$ cat config.mk
export PLATFORM = sky130hd
export DESIGN_NAME = stream_req_arbiter
export DESIGN_NICKNAME = d
export VERILOG_FILES = /design/src/rtl/stream_arb_pkg.sv /design/src/rtl/stream_arb_ctrl.sv /design/src/rtl/stream_arb_datapath.sv /design/src/rtl/stream_req_arbiter.sv
export SDC_FILE = /design/constraint.sdc
export NUM_CORES = 1
export LEC_CHECK = 0
export BUFFER_PORTS_ARGS = -buffer_cell sky130_fd_sc_hd__buf_4
export CAP_MARGIN = 20
export CORE_MARGIN = 2
export CORE_UTILIZATION = 45
export DETAILED_ROUTE_END_ITERATION = 10
export PLACE_DENSITY = 0.76
export SLEW_MARGIN = 40
export SYNTH_ARGS = -nofsm -noshare
export SYNTH_HDL_FRONTEND = slang
export SYNTH_SLANG_ARGS = --single-unit
$ cat constraint.sdc
create_clock -name clk -period 3.1 [get_ports clk]
set_input_delay 0.155 -clock clk [delete_from_list [all_inputs] [get_ports clk]]
set_output_delay 0.155 -clock clk [all_outputs]
set_load 0.05 [all_outputs]
$ cat src/rtl/stream_arb_pkg.sv
package stream_arb_pkg;

  // Strobes from control to datapath
  typedef struct packed {
    logic loadGrant;
    logic clearGrant;
  } arbStrobe_t;

  typedef enum logic [0:0] {
    ST_IDLE = 1'b0,
    ST_BUSY = 1'b1
  } arbState_t;

endpackage

$ cat src/rtl/stream_arb_ctrl.sv
module stream_arb_ctrl
  import stream_arb_pkg::*;
(
  input  logic       clk,
  input  logic       rstN,
  input  logic       anyPending,
  input  logic       doneHit,
  input  logic       grantValid,
  output arbStrobe_t strobe
);

  arbState_t state, stateNext;

  always_comb begin
    stateNext = state;
    strobe = '0;
    unique case (state)
      ST_IDLE: begin
        if (anyPending) begin
          strobe.loadGrant = 1'b1;
          stateNext = ST_BUSY;
        end
      end
      ST_BUSY: begin
        if (doneHit) begin
          strobe.clearGrant = 1'b1;
          stateNext = ST_IDLE;
        end
      end
      default: stateNext = ST_IDLE;
    endcase
  end

  always_ff @(posedge clk or negedge rstN) begin
    if (!rstN) state <= ST_IDLE;
    else       state <= stateNext;
  end

  // Idle with a pending stream must produce a grant after the edge
  assert_grant_latency_R8: assert property (@(posedge clk) disable iff (!rstN)
    (state == ST_IDLE && anyPending) |=> grantValid);

  // Busy state and a visible grant go together
  assert_busy_has_grant_R9: assert property (@(posedge clk) disable iff (!rstN)
    (state == ST_BUSY) |-> grantValid);

endmodule

$ cat src/rtl/stream_arb_datapath.sv
module stream_arb_datapath
  import stream_arb_pkg::*;
#(
  parameter int NUM_STREAMS = 8,
  parameter int NUM_PERIPH  = 8,
  parameter int LEVEL_W     = 2,
  localparam int SEL_W      = $clog2(NUM_PERIPH),
  localparam int IDX_W      = $clog2(NUM_STREAMS),
  localparam int NUM_LEVELS = 1 << LEVEL_W
) (
  input  logic                           clk,
  input  logic                           rstN,
  input  logic [NUM_PERIPH-1:0]          periphReq,
  input  logic [NUM_STREAMS-1:0]         swTrig,
  input  logic [NUM_STREAMS-1:0]         streamEn,
  input  logic [NUM_STREAMS*SEL_W-1:0]   chanSel,
  input  logic [NUM_STREAMS*LEVEL_W-1:0] prioLevel,
  input  logic [NUM_STREAMS-1:0]         xferDone,
  input  arbStrobe_t                     strobe,
  output logic                           anyPending,
  output logic                           doneHit,
  output logic [NUM_STREAMS-1:0]         grantVec,
  output logic [IDX_W-1:0]               grantIdx,
  output logic                           grantValid
);

  logic [NUM_STREAMS-1:0] reqRaw;
  logic [NUM_STREAMS-1:0] pending;
  logic [NUM_LEVELS-1:0][NUM_STREAMS-1:0] lvlHit;
  logic [NUM_STREAMS-1:0] winMask;
  logic [NUM_STREAMS-1:0] winOneHot;
  logic [IDX_W-1:0]       winIdx;

  // Per-stream request selection
  for (genvar s = 0; s < NUM_STREAMS; s++) begin : g_reqSel
    logic [SEL_W-1:0] selField;
    assign selField   = chanSel[s*SEL_W +: SEL_W];
    assign reqRaw[s]  = periphReq[selField];
    assign pending[s] = streamEn[s] & (reqRaw[s] | swTrig[s]);
  end

  // Pending streams grouped by priority level
  for (genvar l = 0; l < NUM_LEVELS; l++) begin : g_level
    localparam logic [LEVEL_W-1:0] LVL = l;
    for (genvar s = 0; s < NUM_STREAMS; s++) begin : g_strm
      assign lvlHit[l][s] = pending[s] & (prioLevel[s*LEVEL_W +: LEVEL_W] == LVL);
    end
  end

  // Highest non-empty level
  always_comb begin
    logic found;
    found   = 1'b0;
    winMask = '0;
    for (int l = NUM_LEVELS - 1; l >= 0; l--) begin
      if (!found && (|lvlHit[l])) begin
        winMask = lvlHit[l];
        found   = 1'b1;
      end
    end
  end

  // Lowest index inside the winning level
  assign winOneHot = winMask & (~winMask + 1'b1);

  always_comb begin
    winIdx = '0;
    for (int s = NUM_STREAMS - 1; s >= 0; s--) begin
      if (winOneHot[s]) winIdx = IDX_W'(s);
    end
  end

  // Grant register
  always_ff @(posedge clk or negedge rstN) begin
    if (!rstN) begin
      grantVec <= '0;
      grantIdx <= '0;
    end else if (strobe.loadGrant) begin
      grantVec <= winOneHot;
      grantIdx <= winIdx;
    end else if (strobe.clearGrant) begin
      grantVec <= '0;
      grantIdx <= '0;
    end
  end

  assign grantValid = |grantVec;
  assign anyPending = |pending;
  assign doneHit    = |(xferDone & grantVec);

  assert_grant_onehot_R7: assert property (@(posedge clk) disable iff (!rstN)
    $onehot0(grantVec));

  assert_idx_matches_R7: assert property (@(posedge clk) disable iff (!rstN)
    grantValid |-> grantVec[grantIdx]);

  assert_grant_enabled_R4: assert property (@(posedge clk) disable iff (!rstN)
    (strobe.loadGrant) |=> ((grantVec & $past(streamEn)) == grantVec));

  assert_grant_hold_R9: assert property (@(posedge clk) disable iff (!rstN)
    (grantValid && !doneHit) |=> $stable(grantVec));

  assert_clear_after_done_R10: assert property (@(posedge clk) disable iff (!rstN)
    doneHit |=> !grantValid);

endmodule

$ cat src/rtl/stream_req_arbiter.sv
module stream_req_arbiter
  import stream_arb_pkg::*;
#(
  parameter int NUM_STREAMS = 8,
  parameter int NUM_PERIPH  = 8,
  parameter int LEVEL_W     = 2,
  localparam int SEL_W      = $clog2(NUM_PERIPH),
  localparam int IDX_W      = $clog2(NUM_STREAMS)
) (
  input  logic                           clk,
  input  logic                           rstN,
  input  logic [NUM_PERIPH-1:0]          periphReq,
  input  logic [NUM_STREAMS-1:0]         swTrig,
  input  logic [NUM_STREAMS-1:0]         streamEn,
  input  logic [NUM_STREAMS*SEL_W-1:0]   chanSel,
  input  logic [NUM_STREAMS*LEVEL_W-1:0] prioLevel,
  input  logic [NUM_STREAMS-1:0]         xferDone,
  output logic [NUM_STREAMS-1:0]         grantVec,
  output logic [IDX_W-1:0]               grantIdx,
  output logic                           grantValid
);

  arbStrobe_t strobe;
  logic       anyPending;
  logic       doneHit;

  stream_arb_ctrl i_ctrl (
    .clk       (clk),
    .rstN      (rstN),
    .anyPending(anyPending),
    .doneHit   (doneHit),
    .grantValid(grantValid),
    .strobe    (strobe)
  );

  stream_arb_datapath #(
    .NUM_STREAMS(NUM_STREAMS),
    .NUM_PERIPH (NUM_PERIPH),
    .LEVEL_W    (LEVEL_W)
  ) i_datapath (
    .clk       (clk),
    .rstN      (rstN),
    .periphReq (periphReq),
    .swTrig    (swTrig),
    .streamEn  (streamEn),
    .chanSel   (chanSel),
    .prioLevel (prioLevel),
    .xferDone  (xferDone),
    .strobe    (strobe),
    .anyPending(anyPending),
    .doneHit   (doneHit),
    .grantVec  (grantVec),
    .grantIdx  (grantIdx),
    .grantValid(grantValid)
  );

endmodule

==> run metrics <==
R2R Path Start=i_datapath.grantVec[3]$_DFFE_PN0P_; Post-CTS Setup Inserts=0; Max-cap violations=0; I/O Buffers=85; design area=2800 um2; clock skew=1.57 ps; top_reg_cell synth=dfrtp_1; vias per inst=6.01; largest net degree at the start of global routing=13; initial antenna violation count=0; CP max stage delay=460 ps; Reg2Reg Depth=6; chip width=70.7 um; cell taking the most area after synthesis=dfrtp_1; grt total ovfl=0; placed cells=382; nets@finish=410; leakage power=1.28 nW; post-layout worst setup margin=387 ps; reg2reg end=i_datapath.grantIdx[0]$_DFFE_PN0P_; Mean Syn Cell Area=8.23 um2; Clock Pin Slew Worst Setup and Hold Paths=50 ps; Worst Hold Class=in2async; initial DRC count=134; CP Class=in2reg; Finished Layout Cells=387; Die Span Y=70.7 um; layout cells sized above 1=38.5%; crit path max fanout=8; number of fillers in the final layout=380; status=finished, final reports clean; final setup violation count=0; CP Capture Type=register; routed wire length=6540 um; clock root cell=clkbuf_8; Worst Tran Pin Value=455 ps; Power Density=447 nW/um2; IO Count=86; placed inst area=2730 um2; setup TNS=0 ps; element type at the critical path start=input port; Vias=2327; Cell Area, Synth=2000 um2; synth unique cells=63; area delta synth->final=39.8%; DIE AREA=4990 um2; HPWL Detailed=5470 um; global-route wire length before repair=10700 um; CP max-delay cell=mux4_2; clk_lat worst skew=240 ps; vias in the first global route=2209; Slew headroom=69.7%; Yosys Warn Count=0; total power=1.25 mW; CTS resizes=0; routed length per placed instance=16.9 um; Antenna diodes=0; core area=4320 um2; register area share after synthesis=15.0%; CTS tree=yes; Syn Inst Count=243; DRC violations left=0; Top cell by count, worst path=buf_4; Final Util=64.7%; Synthesized Nets=317; Slew Limit Fails=0; period utilization=87.5%; clk sinks=12; Critical Path RT=3240 ps; worst vdd ir=0.521 mV; Clock Tree Buf Depth=2; total iterations of the first detailed-routing run=6; Synth top area share=15.0%; Hold WS=303 ps; critical path cell sequence=buf_4 > mux4_2 > nor2b_2 > o2111ai_1 > o311a_1 > nand4_1 > buf_4 > o21ai_2 > o31ai_4 > a211oi_2 > nand3_2 > o31ai_1; GRT Util Overall=25.9%; H-Tree Depth=1; RSZ-0062 raised after global routing=false; Hold Fails Final Rpt=0; FP Rows=24; Final min period=2710 ps; Post-synth EDFFs=0; delay-heaviest family, CP=compound AO/OA/AOI/OAI gates; GP Congestion=0.947; Yosys reg bits=12; CTS Buf Count=3; antenna-violating nets left=0; R2R setup slack=1560 ps; WP data arrival=2850 ps; main area contributors after synthesis=dfrtp_1 (15%), mux4_2 (9.0%), mux2i_1 (7.5%); Max Freq=369 MHz; asr flop ratio synth=100%; WP buf/inv=2; DP Worst Slack=159 ps; initial core utilization=46.3%
==> routing by layer <==
metal / GRT usage [%] / routed length (um) / vias up
li1: - / - / 1138
met1: 37.9 / 2960 / 1084
met2: 43.3 / 3020 / 103
met3: 3.28 / 561 / 2
met4: 1.26 / 8 / 0
met5: 0 / 0 / -
==> layout make-up <==
class	instances	area [um2]	area share (%)
clock buffer	4	55.1	1.97
inverter	16	60.1	2.15
multi-input combinational	209	1610	57.5
sequential	12	300	10.7
tap	52	65.1	2.33
timing repair buffer	94	708	25.3
==> registers in the layout, summed over array words and instances (netlist names) <==
signal and count:
i_datapath.grantVec 8, i_datapath.grantIdx 3, i_ctrl.state 1
==> power by group <==
part / switching, mW / internal [mW] / leakage (nW)
clock: 0.0576 / 0.112 / 0.0288
combinational: 0.507 / 0.327 / 1.10
sequential: 0.0432 / 0.204 / 0.159
==> repair_timing <==
item                                    in CTS  in global routing
hold endpoints to repair                    12                  0
endpoints found under the setup margin       0                  0
hold buffers                                 1                  0
==> cells in the mapped netlist, types with 5 or more instances <==
cell type / n
nand2_1: 31
nor2_1: 19
inv_1: 16
mux2i_1: 15
dfrtp_1: 12
o21ai_0: 11
nand2b_1: 10
o2111ai_1: 10
mux4_2: 8
o221ai_1: 8
o211ai_1: 6
a22oi_1: 5
nand3_1: 5
o21a_1: 5
==> cell usage in the layout, fill, tap and decap left out, types with 3 or more instances in the layout <==
| cell type | n |
|---|---|
| buf_4 | 93 |
| nor4_1 | 3 |
| o21ai_1 | 3 |
| nor2b_4 | 4 |
| nand4_1 | 4 |
| o21ai_0 | 11 |
| nor2b_1 | 3 |
| o211ai_1 | 6 |
| nand2b_1 | 10 |
| o21a_1 | 5 |
| nand3_1 | 5 |
| clkbuf_8 | 4 |
| dfrtp_1 | 12 |
| o2111ai_1 | 10 |
| a21oi_1 | 4 |
| xnor2_1 | 3 |
| nand2_1 | 31 |
| nor2_1 | 19 |
| inv_1 | 16 |
| o221ai_1 | 8 |
| a22oi_1 | 5 |
| mux4_2 | 8 |
| o21ai_2 | 3 |
| and2_1 | 3 |
| mux2i_1 | 15 |
==> worst max-delay path by stage <==
| stage | startpoint | to | slack (ps) | cells after the start |
|---|---|---|---|---|
| after global routing | chanSel[12] | i_datapath.grantIdx[0]$_DFFE_PN0P_ | 200 | 13 |
| final | periphReq[3] | i_datapath.grantVec[6]$_DFFE_PN0P_ | 390 | 12 |
| after global placement | chanSel[21] | i_datapath.grantVec[6]$_DFFE_PN0P_ | 110 | 12 |
| after floorplan | chanSel[0] | i_datapath.grantIdx[0]$_DFFE_PN0P_ | 380 | 11 |
| after detailed placement | chanSel[12] | i_datapath.grantIdx[0]$_DFFE_PN0P_ | 160 | 13 |
| after CTS | chanSel[12] | i_datapath.grantVec[6]$_DFFE_PN0P_ | 400 | 12 |
==> worst register-to-register path, cell delays in order (launching register included) <==
cell,delay [ps]
dfrtp_1,420
a22oi_1,230
nand4_1,110
nand2_1,140
and2_1,340
a22oi_1,140
nand2_1,80
==> cell families after synthesis <==
group	synth area share, %
xor gates and xnor gates	1.31
AOI/OAI and AO/OA	35.4
buffers and inverters	4.56
muxes	18.9
DFF	15.0
and+or+nand+nor	24.8
Power figures use the tool's default switching activity.
